==> src/rtl/bus_irq_pkg.sv <==
package bus_irq_pkg;
  localparam int STAT_W      = 15;
  localparam int IDX_TX_ACK  = 0;
  localparam int IDX_TX_NAK  = 1;
  localparam int IDX_RX_DONE = 2;
  localparam int IDX_ARB     = 3;
  localparam int IDX_STOP    = 4;
  localparam int IDX_ABN     = 5;
  localparam int IDX_SCL_TO  = 6;
  localparam int IDX_RECOV   = 13;
  localparam int IDX_SDA_TO  = 14;

  typedef logic [STAT_W-1:0] stat_t;

  // Events override clears for their own bits.
  function automatic stat_t merge_w1c(stat_t cur, logic clr_en, stat_t clr_bits,
                                      stat_t set_bits);
    stat_t clr_mask;
    clr_mask = clr_en ? clr_bits : '0;
    return (cur & ~clr_mask) | set_bits;
  endfunction

  // Pruning by the enable register on a raise.
  function automatic stat_t prune_on_raise(stat_t s, logic raise, stat_t en);
    return raise ? (s & en) : s;
  endfunction
endpackage

==> src/rtl/irq_enable_reg.sv <==
module irq_enable_reg
  import bus_irq_pkg::*;
(
  input  logic  clk,
  input  logic  rst_n,
  input  logic  wr_i,
  input  stat_t wdata_i,
  output stat_t en_o
);
  stat_t en_q;

  always_ff @(posedge clk) begin
    if (!rst_n)    en_q <= '0;
    else if (wr_i) en_q <= wdata_i;
  end

  assign en_o = en_q;

  AST_EN_WRITE_LANDS: assert property (@(posedge clk) disable iff (!rst_n)
    wr_i |=> (en_q == $past(wdata_i)));
endmodule

==> src/rtl/irq_status_reg.sv <==
module irq_status_reg
  import bus_irq_pkg::*;
(
  input  logic  clk,
  input  logic  rst_n,
  input  logic  clr_wr_i,
  input  stat_t clr_bits_i,
  input  stat_t set_bits_i,
  input  logic  raise_i,
  input  stat_t en_i,
  output stat_t stat_o,
  output stat_t stat_next_o
);
  stat_t stat_q;
  stat_t merged;
  stat_t stat_d;

  always_comb begin
    merged = merge_w1c(stat_q, clr_wr_i, clr_bits_i, set_bits_i);
    stat_d = prune_on_raise(merged, raise_i, en_i);
  end

  always_ff @(posedge clk) begin
    if (!rst_n) stat_q <= '0;
    else        stat_q <= stat_d;
  end

  assign stat_o      = stat_q;
  assign stat_next_o = stat_d;

  AST_NO_SPONTANEOUS_SET: assert property (@(posedge clk) disable iff (!rst_n)
    ((stat_q & ~$past(stat_q) & ~$past(set_bits_i)) == '0));
  AST_RAISE_PRUNES: assert property (@(posedge clk) disable iff (!rst_n)
    raise_i |=> ((stat_q & ~$past(en_i)) == '0));
  AST_EVENT_BEATS_CLEAR: assert property (@(posedge clk) disable iff (!rst_n)
    (!raise_i && clr_wr_i) |=> ((($past(set_bits_i)) & ~stat_q) == '0));
endmodule

==> src/rtl/irq_line_ctrl.sv <==
module irq_line_ctrl (
  input  logic clk,
  input  logic rst_n,
  input  logic raise_i,
  input  logic next_nz_i,
  input  logic clr_wr_i,
  input  logic clr_rx_bit_i,
  input  logic rx_stat_i,
  input  logic rx_pend_i,
  output logic irq_o,
  output logic rearm_o
);
  logic irq_q;
  logic rearm_q;
  logic line_set;
  logic line_drop;
  logic rearm_d;

  assign line_set  = raise_i && next_nz_i;
  assign line_drop = clr_wr_i && !next_nz_i;
  assign rearm_d   = clr_wr_i && clr_rx_bit_i && rx_stat_i && rx_pend_i;

  always_ff @(posedge clk) begin
    if (!rst_n) begin
      irq_q   <= 1'b0;
      rearm_q <= 1'b0;
    end else begin
      if (line_set)       irq_q <= 1'b1;
      else if (line_drop) irq_q <= 1'b0;
      rearm_q <= rearm_d;
    end
  end

  assign irq_o   = irq_q;
  assign rearm_o = rearm_q;

  AST_RISE_NEEDS_RAISE: assert property (@(posedge clk) disable iff (!rst_n)
    $rose(irq_q) |-> $past(raise_i));
  AST_FALL_NEEDS_ACK: assert property (@(posedge clk) disable iff (!rst_n)
    $fell(irq_q) |-> $past(clr_wr_i));
  AST_REARM_NEEDS_PENDING: assert property (@(posedge clk) disable iff (!rst_n)
    rearm_q |-> ($past(rx_stat_i) && $past(rx_pend_i)));
endmodule

==> src/rtl/bus_irq_unit.sv <==
module bus_irq_unit
  import bus_irq_pkg::*;
#(
  parameter int NUM_BUS = 16,
  parameter int BUS_ID  = 3
) (
  input  logic               clk,
  input  logic               rst_n,
  input  logic               en_wr_i,
  input  logic [STAT_W-1:0]  en_wdata_i,
  input  logic               ack_wr_i,
  input  logic [STAT_W-1:0]  ack_bits_i,
  input  logic [STAT_W-1:0]  evt_i,
  input  logic               raise_i,
  input  logic               rx_pend_i,
  output logic [STAT_W-1:0]  en_o,
  output logic [STAT_W-1:0]  stat_o,
  output logic               irq_o,
  output logic [NUM_BUS-1:0] gbl_vec_o,
  output logic               rearm_o
);
  stat_t en_w;
  stat_t stat_w;
  stat_t stat_next_w;
  logic  raise_eff;
  logic  irq_w;
  logic  rearm_w;

  // A re-arm cycle re-evaluates the masked status like a raise.
  assign raise_eff = raise_i | rearm_w;

  irq_enable_reg u_en (
    .clk     (clk),
    .rst_n   (rst_n),
    .wr_i    (en_wr_i),
    .wdata_i (en_wdata_i),
    .en_o    (en_w)
  );

  irq_status_reg u_stat (
    .clk         (clk),
    .rst_n       (rst_n),
    .clr_wr_i    (ack_wr_i),
    .clr_bits_i  (ack_bits_i),
    .set_bits_i  (evt_i),
    .raise_i     (raise_eff),
    .en_i        (en_w),
    .stat_o      (stat_w),
    .stat_next_o (stat_next_w)
  );

  irq_line_ctrl u_line (
    .clk          (clk),
    .rst_n        (rst_n),
    .raise_i      (raise_eff),
    .next_nz_i    (|stat_next_w),
    .clr_wr_i     (ack_wr_i),
    .clr_rx_bit_i (ack_bits_i[IDX_RX_DONE]),
    .rx_stat_i    (stat_w[IDX_RX_DONE]),
    .rx_pend_i    (rx_pend_i),
    .irq_o        (irq_w),
    .rearm_o      (rearm_w)
  );

  for (genvar b = 0; b < NUM_BUS; b++) begin : g_gbl
    if (b == BUS_ID) begin : g_own
      assign gbl_vec_o[b] = irq_w;
    end else begin : g_other
      assign gbl_vec_o[b] = 1'b0;
    end
  end

  assign en_o    = en_w;
  assign stat_o  = stat_w;
  assign irq_o   = irq_w;
  assign rearm_o = rearm_w;

  AST_GBL_SINGLE_BIT: assert property (@(posedge clk) disable iff (!rst_n)
    $onehot0(gbl_vec_o));
  AST_REARM_RAISES: assert property (@(posedge clk) disable iff (!rst_n)
    rearm_o |=> ((stat_o & ~$past(en_o)) == '0));
endmodule

==> config.mk <==
export PLATFORM = sky130hd
export DESIGN_NAME = bus_irq_unit
export DESIGN_NICKNAME = d
export VERILOG_FILES = /design/src/rtl/bus_irq_pkg.sv /design/src/rtl/irq_enable_reg.sv /design/src/rtl/irq_status_reg.sv /design/src/rtl/irq_line_ctrl.sv /design/src/rtl/bus_irq_unit.sv
export SDC_FILE = /design/constraint.sdc
export NUM_CORES = 1
export LEC_CHECK = 0
export BUFFER_PORTS_ARGS = -buffer_cell sky130_fd_sc_hd__buf_4
export CAP_MARGIN = 30
export CORE_UTILIZATION = 41
export CTS_CLUSTER_SIZE = 24
export DETAILED_ROUTE_END_ITERATION = 10
export GPL_ROUTABILITY_DRIVEN = 0
export PLACE_DENSITY = 0.81
export SKIP_CTS_REPAIR_TIMING = 1
export SYNTH_ARGS = -nofsm -noshare
export SYNTH_HDL_FRONTEND = slang
export SYNTH_SLANG_ARGS = --single-unit
==> constraint.sdc <==
create_clock -name clk -period 1.8 [get_ports clk]
set_input_delay 0.27 -clock clk [delete_from_list [all_inputs] [get_ports clk]]
set_output_delay 0.27 -clock clk [all_outputs]
set_load 0.02 [all_outputs]
==> results of run 1 <==
==> path summary, 6_finish.rpt <==
check,from,slack (ps),to
setup / recovery,u_stat.stat_o[6],350,u_line.irq_o
hold / removal,en_wdata_i[3],170,u_en.en_o[3]
setup reg to reg,u_stat.stat_o[6],350,u_line.irq_o
hold reg to reg,u_stat.stat_o[2],470,u_line.rearm_o
==> logic make-up (layout without fill, tap and decap cells) <==
logic type	after synthesis	in the layout
flip-flops	32	32
multiplexers	15	15
AND/OR/NAND/NOR	50	50
other	1	15
AO/OA/AOI/OAI	44	44
buffers and inverters	33	102
==> routing by layer <==
metal / global-route usage, % / up-vias
met5: 0 / -
met4: 10.5 / 0
met3: 6.25 / 10
met2: 33.1 / 89
met1: 23.7 / 681
li1: - / 737
==> area by class of cell <==
type                            instances  share of cell area, %
Multi-Input combinational cell        124                   32.8
Tap cell                               46                   2.69
Inverter                               10                   1.75
Sequential cell                        32                   29.9
Timing Repair Buffer                   85                   29.8
Clock buffer                            7                   3.04
==> worst register-to-register path: cells and delay by family (launching register included) <==
kind,cells,cell delay (ps)
AOI/OAI and AO/OA,4,850
DFF,1,320
and+or+nand+nor,1,140
==> registers in the layout, summed over array words and instances, names as in the netlist <==
name	flops
u_en.en_o	15
u_line.irq_o	1
u_stat.stat_o	15
u_line.rearm_o	1
==> power by group <==
part	switching, mW	total (mW)	internal (mW)
logic	0.202	0.383	0.181
clock network	0.233	0.454	0.221
registers	0.0376	0.788	0.750
total	0.473	1.63	1.15
==> placed cells by master, fill, tap and decap left out, types with 2 or more instances in the layout <==
master / count
sky130_fd_sc_hd__buf_4: 85
sky130_fd_sc_hd__dfxtp_1: 32
sky130_fd_sc_hd__nor2_1: 29
sky130_fd_sc_hd__o21ai_0: 16
sky130_fd_sc_hd__mux2i_1: 15
sky130_fd_sc_hd__conb_1: 15
sky130_fd_sc_hd__a21oi_1: 11
sky130_fd_sc_hd__nand2_1: 10
sky130_fd_sc_hd__inv_1: 9
sky130_fd_sc_hd__clkbuf_4: 5
sky130_fd_sc_hd__o22ai_1: 4
sky130_fd_sc_hd__a21boi_0: 3
sky130_fd_sc_hd__o221a_2: 3
sky130_fd_sc_hd__nand4_1: 3
sky130_fd_sc_hd__nor2b_1: 2
sky130_fd_sc_hd__nor3_1: 2
sky130_fd_sc_hd__nor4_1: 2
sky130_fd_sc_hd__clkbuf_8: 2
==> results.md, run 1 <==
Yosys:
- The xor and xnor area share after synthesis is 0%.
- The synthesized design devotes to its leading area cell type between 40 and 50% of total area.
- The count of cell types in the netlist is 29.
- The share of the synthesized area in compound gates (AO/OA/AOI/OAI) is 19.2%.
- Summing the sequential cell areas from Yosys gives 43.1% of the chip area.
- The largest family of logic cells by synthesized area is compound AO/OA/AOI/OAI gates.
- After synthesis the cells add up to around 1500 um2.
- The multiplexer share of the synthesized area is 10.1%.
- The count of mapped cells out of synthesis is around 180.
- The most used flip-flop cell after synthesis is sky130_fd_sc_hd__dfxtp_1.
- During synthesis, Yosys emitted a total of 0 warnings.
- After synthesis, the most frequently instantiated cells are sky130_fd_sc_hd__dfxtp_1, sky130_fd_sc_hd__nor2_1, sky130_fd_sc_hd__buf_4.
- The synthesized netlist devotes 0% of its cell area to adder and majority cells.
- The total of flip-flops plus latches after synthesis is 32.
- The number of enable flip-flop cells after synthesis is 0.
- The fraction of registers with async set or reset after synthesis is 0%.
- After Yosys synthesis, and, or, nand and nor cells account for roughly 14% of the synthesized area.
- Yosys instantiated no cell more often than sky130_fd_sc_hd__dfxtp_1.
- In the post-synthesis netlist, the biggest area contributors are sky130_fd_sc_hd__dfxtp_1, sky130_fd_sc_hd__mux2i_1, sky130_fd_sc_hd__buf_4, sky130_fd_sc_hd__nor2_1, sky130_fd_sc_hd__o21ai_0.
- The mean instance size in the synthesized netlist is around 8.5 um2.
- The largest area contributor in the netlist is sky130_fd_sc_hd__dfxtp_1.

Clocking:
- No sink is reached through more buffers than the 2 on the longest clock path.
- Clock tree synthesis found a total of 32 sinks.
- The clock insertion delay at the later pin of the skew report is between 300 and 400 ps.
- The maximum level of the CTS H-tree is 2.
- TritonCTS built the clock tree.
- Clock-pin slew was measured on the worst setup and hold paths at ~100 ps.
- The CTS root buffer is sky130_fd_sc_hd__clkbuf_4.
- The clock buffer count from CTS is 5.

Route:
- The routed design has 3890 um of wire.
- Dividing the detail-routed wire length by the instance count gives around 13 um.
- The number of design-rule violations left by the first detailed-router iteration is between 60 and 70.
- The number of iterations in the first detailed-routing pass is 5.
- After detailed routing, the number of remaining DRC violations is 0.
- The top layer used by detailed routing is met4.
- The post-route met1 wirelength is roughly 1600 um.
- Detailed routing placed a total of around 340 um of wire on met3.
- Once detail routing completed, the nets flagged for antenna violations numbered 0.
- The vias per cell is about 5.0.
- The routed wire length on met2 is 1880 um.
- For this block, the via count after detailed routing is approximately 1,500.

Worst setup path:
- Of all nets on the critical path, the largest fanout is 3.
- The critical path goes through a21boi_2, a2111oi_2, nand4_1, o31ai_1, a311oi_1.
- The largest single stage delay on the critical path is approximately 320 ps.
- The data arrival time of the critical path is between 1500 and 2000 ps.
- The number of buffers and inverters on the critical path is 0.
- In this run the number of cells on the critical path is 5.
- The kind of cell with the highest combined delay along the critical path is compound AO/OA/AOI/OAI gates.
- The worst setup path is launched from a flip-flop.
- The nature of the critical path endpoint is a flip-flop.
- The worst-case reg-to-reg path depth is 5.
- The worst path required time is 2010 ps.
- The worst-path cell with the longest stage delay is sky130_fd_sc_hd__dfxtp_1.
- The critical path class is flip-flop to flip-flop.

STA:
- Summed over all failing endpoints, the final setup total negative slack is 0 ps.
- The hold violation count in the final report is 0.
- The worst hold slack is 166 ps.
- The maximum clock frequency is slightly below 0.7 GHz.
- The worst clock skew is 6.35 ps.
- The final number of max-transition violations is 0.
- The total setup violations reported at the end of the flow is 0.
- Counting I/O delays and the setup requirement, the final critical path takes roughly 1400 ps.
- The share of the clock period used by the worst path after layout is about 80%.
- Setup repair after global routing left no endpoint under its margin.
- Once routing completed, OpenROAD measured the worst setup slack at about 350 ps.

Cells and area:
- Of the cells placed in the final design, the portion with a size suffix greater than 1 is approximately two fifths.
- Compared with the post-synthesis result, the final layout area differs by 44.0%.
- Once layout is complete, the cells apart from fillers number ~300.
- Once layout is complete, the utilization of the core stands at between 60% and 70%.
- The sequential cells in the finished layout cover a total of approximately 640 um2.
- The filler cells instantiated in the layout total about 310.
- Summing all multi-input logic gate instances after layout gives 703 um2.
- With fillers left out, the area of the finished cells amounts to approximately 2100 um2.
- 0 antenna diodes ended up in the layout.
- The net count of the finished layout is just over 300.

Global routing:
- The first global-routing pass estimated 6030 um of wire.
- Global routing consumed, over all layers together, between 20% and 30% of the routing resources.
- The initial antenna violation count is 0.
- The number of global-route vias before repair is about 1,300.
- Entering global routing, the biggest net connects 17 pins.
- The residual overflow from global routing is 0.

Placed design:
- Summed over all nets, the half-perimeter wirelength after detailed placement is between 2000 and 3000 um.
- The number of placed instances, taps included, is 297.
- The number of port buffers is just over 80.
- Before CTS, the worst setup slack after placement is roughly 260 ps.
- The total cell area at the placement stage is slightly above 2000 um2.

Job:
- The number of max-capacitance violations reported is 0.

Power:
- The total design power is between 1.5 and 2 mW.
- The reported leakage power is 1.04 nW.
- The power density of the placed cells is roughly 760 nW/um2.
- IR analysis of the VDD net gives a maximum drop of approximately 0.47 mV.

Worst hold path:
- The kind of path behind the tightest hold check is input port to flip-flop.
- The number of cells traversed by the worst hold path is 3.

Floorplan:
- The region available for standard cell placement spans 3420 um2.
- The overall die height is 62.2 um.
- The initial utilization of the core area, before any placement, comes to between 40% and 50%.
- The die covers 3870 um2.
- The die is a little over 60 um wide.
- The row count is 21.
- The count of pins on the block boundary is 99.

Status:
- The flow ran to the end, and the final reports show no timing, DRC or antenna violations.
No activity file was read; power rests on OpenSTA's default activity.
==> run 2: changes to the inputs <==
- ABC_AREA: not set -> 1
- CORE_UTILIZATION: 41 -> 42
- PLACE_DENSITY: 0.81 -> 0.82
- clock period: 1.8 -> 1.4 ns (I/O delays scaled with it)
==> results.md, run 2 <==
Floorplan:
- The core area was 3420 um2 (unchanged).
- The area of the die is 3870 um2 (about the same).
- The count of pins on the block boundary came to 99 (unchanged).
- The overall die height is 62.2 um (about the same).
- The horizontal die dimension is 62.2 um (about the same).
- The row count was 21 (unchanged).
- The initial core utilization came to 44.6% (was 43.6%).

Job:
- The number of max-capacitance violations reported is 0 (unchanged).

Worst setup path:
- The critical-path maximum fanout is 16 (was 3).
- The data arrival time of the critical path was 1430 ps (was 1660 ps).
- The worst-path cell with the longest stage delay is sky130_fd_sc_hd__dfxtp_1 (unchanged).
- The critical path's top delay family is simple AND/OR/NAND/NOR gates (was compound AO/OA/AOI/OAI gates).
- The critical path launch point type is a flip-flop (unchanged).
- The reg-to-reg critical path startpoint is u_line.rearm_o (was u_stat.stat_o[6]).
- The number of logic stages on the critical path including buffering is 9 (was 5).
- The number of buffers and inverters on the critical path is 1 (was 0).
- The critical path class was flip-flop to flip-flop (unchanged).
- The source of the critical timing path is u_line.rearm_o (was u_stat.stat_o[6]).
- The worst-case reg-to-reg path depth is 9 (was 5).
- The nature of the critical path endpoint is a flip-flop (unchanged).
- Critical path, cell by cell: inv_1, nand2_4, nand2_1, nand2_1, nand2_1, nor2_1, nand2_1, nor2_1, nor2_1 (was a21boi_2, a2111oi_2, nand4_1, o31ai_1, a311oi_1).
- The worst path required time is 1620 ps (was 2010 ps).
- The delay of the slowest critical-path stage was 340 ps (was 320 ps).
- The most numerous cell type found on the critical path is sky130_fd_sc_hd__nand2_1.

Route:
- The number of iterations in the first detailed-routing pass is 4 (was 5).
- The average detailed-routed wire length per instance was 9.85 um (was 12.8 um).
- The sum of routed wire length over all layers is 3550 um (was 3890 um).
- The number of nets still failing antenna checks after routing is 0 (unchanged).
- The via count is 1,512 (was 1,517).
- The number of design-rule violations left by the first detailed-router iteration was 39 (was 63).
- The DRC violation count after routing is 0 (unchanged).
- The vias per cell came to 4.20 (was 4.99).

Clocking:
- The TritonCTS sink count was 32 (unchanged).
- The clock input transition at the sequential cells of the worst setup and hold paths was 90 ps (was 100 ps).
- The clock buffer count from CTS was 5 (unchanged).
- The maximum level of the CTS H-tree was 2 (unchanged).
- The buffer levels on the longest clock path is 2 (unchanged).
- The CTS root buffer is sky130_fd_sc_hd__clkbuf_4 (unchanged).
- The clock insertion delay at the later pin of the skew report came to 320 ps (was 340 ps).
- The CTS tree is done (unchanged).

Yosys:
- The count of mapped cells out of synthesis came to 234 (was 175).
- The sequential cell area fraction in the yosys report is 42.1% (was 43.1%).
- Top area cells in the synthesized netlist: sky130_fd_sc_hd__dfxtp_1, sky130_fd_sc_hd__nand2_1, sky130_fd_sc_hd__buf_4, sky130_fd_sc_hd__inv_1, sky130_fd_sc_hd__nor2_1 (was sky130_fd_sc_hd__dfxtp_1, sky130_fd_sc_hd__mux2i_1, sky130_fd_sc_hd__buf_4, sky130_fd_sc_hd__nor2_1, sky130_fd_sc_hd__o21ai_0).
- The fraction of registers with async set or reset after synthesis is 0% (unchanged).
- The number of enable flip-flop cells after synthesis was 0 (unchanged).
- The total of flip-flops plus latches after synthesis is 32 (unchanged).
- List of most frequent post-synthesis cells: sky130_fd_sc_hd__nand2_1, sky130_fd_sc_hd__inv_1, sky130_fd_sc_hd__dfxtp_1 (was sky130_fd_sc_hd__dfxtp_1, sky130_fd_sc_hd__nor2_1, sky130_fd_sc_hd__buf_4).
- The post-synthesis instance area is 1520 um2 (was 1490 um2).
- The share of the synthesized area in the top cell type is 42.1% (was 43.1%).
- The most frequent cell after synthesis is sky130_fd_sc_hd__nand2_1 (was sky130_fd_sc_hd__dfxtp_1).
- The count of cell types in the netlist came to 13 (was 29).
- The mean instance size in the synthesized netlist was 6.51 um2 (was 8.50 um2).
- The most used flip-flop cell after synthesis is sky130_fd_sc_hd__dfxtp_1 (unchanged).
- The number of warnings reported in the yosys synthesis log is 0 (unchanged).
- The largest area contributor in the netlist is sky130_fd_sc_hd__dfxtp_1 (unchanged).

Global routing:
- The wire length of the first global-routing pass came to 5870 um (was 6030 um).
- The number of global-route vias before repair is 1,429 (was 1,344).
- The residual overflow from global routing is 0 (unchanged).
- The largest net degree at the start of global routing was 31 (was 17).
- The aggregate global-route resource usage was 19.2% (was 20.2%).
- The initial antenna violation count is 0 (unchanged).

Cells and area:
- The fraction of layout cells with a size suffix above 1 is 29.0% (was 38.4%).
- The number of inserted diodes is 0 (unchanged).
- The register area is 641 um2 (unchanged).
- The commonest non-fill, non-tap cell in the layout is sky130_fd_sc_hd__nand2_1 (was sky130_fd_sc_hd__buf_4).
- Commonest non-fill, non-tap cells in the layout: sky130_fd_sc_hd__nand2_1, sky130_fd_sc_hd__buf_4, sky130_fd_sc_hd__inv_1, sky130_fd_sc_hd__dfxtp_1, sky130_fd_sc_hd__nor2_1 (was sky130_fd_sc_hd__buf_4, sky130_fd_sc_hd__dfxtp_1, sky130_fd_sc_hd__nor2_1, sky130_fd_sc_hd__o21ai_0).
- The layout-stage area growth over the synthesis result is 40.5% (was 44.0%).
- The final cell utilization of the core was 62.6% (was 62.7%).
- The multi-input combinational cell area is 633 um2 (was 703 um2).
- The number of fill cells is 339 (was 313).
- The number of nets in the finished design is 365 (was 309).

STA:
- The hold violation count in the final report is 0 (unchanged).
- The worst clock skew is 7.29 ps (was 6.35 ps).
- The maximum clock frequency is 0.830 GHz (was 0.692 GHz).
- The total setup violations reported at the end of the flow came to 0 (unchanged).
- The share of the clock period used by the worst path after layout was 86.0% (was 80.3%).
- The final number of max-transition violations is 0 (unchanged).
- The worst hold slack is 157 ps (was 166 ps).
- Setup repair after global routing missed its margin: false (unchanged).
- The shortest clock period the worst path allows after layout is 1200 ps (was 1450 ps).
- The total negative slack for setup checks is 0 ps (unchanged).

Placed design:
- The detailed placement HPWL is 2840 um (was 2990 um).
- The number of port buffers is 83 (unchanged).

Worst hold path:
- The kind of path behind the tightest hold check was input port to flip-flop (unchanged).
- The number of cells traversed by the worst hold path is 3 (unchanged).
- The beginning of the worst hold path is ack_bits_i[2] (was en_wdata_i[3]).

Power:
- The reported leakage power is 1.21 nW (was 1.04 nW).
- The maximum vdd ir drop is 0.613 mV (was 0.470 mV).
- The power density of the placed cells is 931 nW/um2 (was 759 nW/um2).

Status:
- Result of the run: completed (unchanged).
-- run 2: changes by cell type after synthesis, moves of 2 or more --
cell	previous run	this run
sky130_fd_sc_hd__o221a_2	3	0
sky130_fd_sc_hd__mux2i_1	15	0
sky130_fd_sc_hd__nand2_1	10	86
sky130_fd_sc_hd__inv_1	9	35
sky130_fd_sc_hd__nor3_1	2	0
sky130_fd_sc_hd__nor2_1	29	22
sky130_fd_sc_hd__o22ai_1	4	0
sky130_fd_sc_hd__a21boi_0	3	0
sky130_fd_sc_hd__a21oi_1	11	15
sky130_fd_sc_hd__nor4_1	2	0
sky130_fd_sc_hd__nor2b_1	2	0
sky130_fd_sc_hd__nand4_1	3	0
-- run 2: power by group --
| part | internal [mW] | switching, mW |
|---|---|---|
| Sequential | 0.971 | 0.0323 |
| Combinational | 0.230 | 0.291 |
| Clock | 0.185 | 0.283 |
| Total | 1.38 | 0.607 |
-- run 2: metal layers --
layer | vias to the layer above | GRT usage (%) | share of wire (%)
met2 | 58 | 32.3 | 47
met4 | 0 | 10.5 | 2.5
met1 | 620 | 22.2 | 45
li1 | 824 | - | -
met3 | 10 | 5.15 | 5.8
met5 | - | 0 | 0
-- run 2: path summary, 6_finish.rpt --
kind,end,slack [ps]
setup / recovery,u_line.irq_o,200
hold / removal,u_line.rearm_o,160
setup reg to reg,u_line.irq_o,200
hold reg to reg,u_en.en_o[11],480
-- run 2: kinds of logic (layout without fill, tap and decap cells) --
group | after synthesis | after routing | synth area share, %
compound gates | 31 | 31 | 10.2
simple gates | 110 | 110 | 27.7
buf+inv | 60 | 126 | 19.8
flops | 32 | 32 | 42.1
other cells | 1 | 15 | 0.246
-- run 2: final cells by class --
cell class / instances / area share, %
timing repair buffer: 84 / 29.5
inverter: 35 / 6.14
tap: 46 / 2.69
clock buffer: 6 / 1.93
sequential: 32 / 29.9
multi-input combinational: 156 / 29.6
clock inverter: 1 / 0.234
-- run 2: metrics by stage --
stage	total power, mW	area (um2)	cells	setup slack [ps]
final	1.99	2140	360	195
after detailed placement	1.55	2090	353	222
after floorplan	1.35	1580	248	88.1
after global placement	1.54	2090	353	268
after global routing	2.13	2140	360	66.9
after CTS	2.01	2140	360	208
-- run 2: tightest hold or removal path: cells and delay by family --
family                 cells  cell delay, ps
and+or+nand+nor            2             120
buffers and inverters      1             110
==> run 3: changes to the inputs <==
- ABC_AREA: 1 -> not set
- CORE_UTILIZATION: 42 -> 41
- PLACE_DENSITY: 0.82 -> 0.81
- SETUP_SLACK_MARGIN: not set -> 0.02
- SKIP_CTS_REPAIR_TIMING: 1 -> not set
==> results.md, run 3 (same netlist as run 1, synthesis figures left out) <==
Clocking:
- The clock input transition at the sequential cells of the worst setup and hold paths was 100 ps (was 90 ps).
- The CTS root buffer is sky130_fd_sc_hd__clkbuf_4 (unchanged).
- The maximum level of the CTS H-tree is 2 (unchanged).
- After clock tree synthesis, the setup repair step added 0 buffers.
- The buffer levels on the longest clock path is 2 (unchanged).
- The TritonCTS sink count is 32 (unchanged).
- The total of hold buffers inserted after clock tree synthesis is 0.
- The clock insertion delay at the later pin of the skew report is 330 ps (was 320 ps).
- The clock buffer count from CTS is 5 (unchanged).
- The CTS tree was done (unchanged).

Worst setup path:
- The worst-path cell with the longest stage delay is sky130_fd_sc_hd__dfxtp_2 (was sky130_fd_sc_hd__dfxtp_1).
- The worst path required time came to 1610 ps (was 1620 ps).
- The number of buffers and inverters on the critical path is 1 (unchanged).
- The critical-path maximum fanout is 2 (was 16).
- The data arrival time of the critical path is 1560 ps (was 1430 ps).
- The critical path launch point type is a flip-flop (unchanged).
- The critical path's top delay family is compound AO/OA/AOI/OAI gates (was simple AND/OR/NAND/NOR gates).
- The nature of the critical path endpoint was a flip-flop (unchanged).
- The delay of the slowest critical-path stage is 330 ps (was 340 ps).
- Critical path, cell by cell: a21boi_4, buf_4, o21ai_0, o2111ai_1, nor3_1, a311oi_1 (was inv_1, nand2_4, nand2_1, nand2_1, nand2_1, nor2_1, nand2_1, nor2_1, nor2_1).
- The critical path class is flip-flop to flip-flop (unchanged).

Placed design:
- The total cell area at the placement stage is 2110 um2 (was 2090 um2).
- The pre-CTS setup slack is -79.9 ps (was 222 ps).
- The number of port buffers is 83 (unchanged).
- The detailed placement HPWL is 3060 um (was 2840 um).

Route:
- The number of nets still failing antenna checks after routing is 0 (unchanged).
- The DRC violation count after routing was 0 (unchanged).
- The vias per cell is 4.82 (was 4.20).
- The via count is 1,489 (was 1,512).
- The average detailed-routed wire length per instance is 12.7 um (was 9.85 um).
- The number of design-rule violations left by the first detailed-router iteration is 46 (was 39).
- The sum of routed wire length over all layers is 3920 um (was 3550 um).
- The number of iterations in the first detailed-routing pass is 4 (unchanged).

Power:
- The switching power is 0.633 mW (was 0.607 mW).
- The switching share of power came to 30.4% (was 30.5%).
- The reported leakage power was 1.07 nW (was 1.21 nW).
- The portion of total power attributed to combinational logic was 24.5% (was 26.1%).
- The register share of total power is 48.7% (was 50.4%).
- The clock share of power came to 26.8% (was 23.5%).
- The power density of the placed cells was 950 nW/um2 (was 931 nW/um2).
- The internal power contribution is 1.45 mW (was 1.38 mW).
- The maximum vdd ir drop is 0.675 mV (was 0.613 mV).

Cells and area:
- The number of inserted diodes was 0 (unchanged).
- The layout-stage area growth over the synthesis result is 47.4% (was 40.5%).
- The fraction of layout cells with a size suffix above 1 is 41.4% (was 29.0%).
- The cell area after layout is 2190 um2 (was 2140 um2).
- The final cell utilization of the core is 64.2% (was 62.6%).
- Commonest non-fill, non-tap cells in the layout: sky130_fd_sc_hd__buf_4, sky130_fd_sc_hd__dfxtp_1, sky130_fd_sc_hd__nor2_1, sky130_fd_sc_hd__o21ai_0 (was sky130_fd_sc_hd__nand2_1, sky130_fd_sc_hd__buf_4, sky130_fd_sc_hd__inv_1, sky130_fd_sc_hd__dfxtp_1, sky130_fd_sc_hd__nor2_1).
- The number of fill cells is 300 (was 339).
- The number of nets in the finished design is 313 (was 365).
- The commonest non-fill, non-tap cell in the layout is sky130_fd_sc_hd__buf_4 (was sky130_fd_sc_hd__nand2_1).

Floorplan:
- The overall die height is 62.2 um (about the same).
- The count of pins on the block boundary is 99 (unchanged).
- The core area was 3420 um2 (unchanged).
- The area of the die is 3870 um2 (about the same).
- The horizontal die dimension is 62.2 um (about the same).
- The initial core utilization came to 43.6% (was 44.6%).
- The row count is 21 (unchanged).

STA:
- The final number of max-transition violations is 0 (unchanged).
- The share of the clock period used by the worst path after layout was 96.3% (was 86.0%).
- The maximum clock frequency is 0.742 GHz (was 0.830 GHz).
- The worst clock skew is 10.3 ps (was 7.29 ps).
- The shortest clock period the worst path allows after layout is 1350 ps (was 1200 ps).
- The total setup violations reported at the end of the flow is 0 (unchanged).
- The total negative slack for setup checks is 0 ps (unchanged).
- The final worst-path setup slack is 52.2 ps (was 195 ps).
- The hold violation count in the final report is 0 (unchanged).
- Setup repair after global routing missed its margin: true (was false).

Job:
- The number of max-capacitance violations reported is 0 (unchanged).

Worst hold path:
- The kind of path behind the tightest hold check was input port to flip-flop (unchanged).

Global routing:
- The initial antenna violation count is 0 (unchanged).
- The residual overflow from global routing came to 0 (unchanged).
- The largest net degree at the start of global routing is 17 (was 31).
- The number of global-route vias before repair came to 1,405 (was 1,429).
- The aggregate global-route resource usage was 20.8% (was 19.2%).
- The wire length of the first global-routing pass is 6300 um (was 5870 um).

Status:
- Result of the run: completed (unchanged).
==> run 3: final cells by class <==
| cell class | instances | area, um2 | area share [%] |
|---|---|---|---|
| Timing Repair Buffer | 89 | 668 | 30.5 |
| Clock inverter | 2 | 10.0 | 0.457 |
| Sequential cell | 32 | 643 | 29.3 |
| Tap cell | 46 | 57.6 | 2.63 |
| Multi-Input combinational cell | 124 | 724 | 33.0 |
| Inverter | 10 | 37.5 | 1.71 |
| Clock buffer | 6 | 51.3 | 2.34 |
==> run 3: timing repair <==
item                       4_1_cts  5_1_grt
cloned                           0        0
setup endpoints to repair        1        1
gates resized for setup          0        7
pin swaps                        3        4
==> run 3: power by group through the flow <==
stage | logic, mW | registers [mW] | clock network (mW)
2_1_floorplan | 0.233 | 1.09 | 0
3_3_place_gp | 0.496 | 1.03 | 0
3_5_place_dp | 0.502 | 1.03 | 0
4_1_cts | 0.504 | 1.01 | 0.562
5_1_grt | 0.551 | 1.02 | 0.604
6_report | 0.510 | 1.01 | 0.557
==> run 3: final timing paths <==
check,start,end,slack [ps],cells after the start
setup / recovery,u_stat.stat_o[10],u_line.irq_o,50,6
hold / removal,en_wdata_i[4],u_en.en_o[4],110,3
setup reg to reg,u_stat.stat_o[10],u_line.irq_o,50,6
hold reg to reg,u_stat.stat_o[2],u_line.rearm_o,470,2
==> run 3: per-layer routing <==
| metal | up-vias | part of all wire [%] | global-route usage, % |
|---|---|---|---|
| met5 | - | 0 | 0 |
| met4 | 0 | 2.4 | 11.3 |
| met3 | 13 | 8.6 | 6.99 |
| met2 | 78 | 46 | 33.4 |
| met1 | 649 | 43 | 24.3 |
| li1 | 749 | - | - |
==> run 3: metrics by stage <==
step | instances | hold WS [ps] | total power, mW
after global placement | 301 | 443 | 1.53
after CTS | 309 | 105 | 2.08
after floorplan | 189 | 345 | 1.32
after global routing | 309 | 104 | 2.18
final | 309 | 114 | 2.08
after detailed placement | 301 | 453 | 1.54
==> run 3: worst reg2reg max path: cells and delay by family (launching register included) <==
kind,cells,cell delay [ps]
flops,1,330
buf+inv,1,140
simple gates,1,190
compound gates,4,560
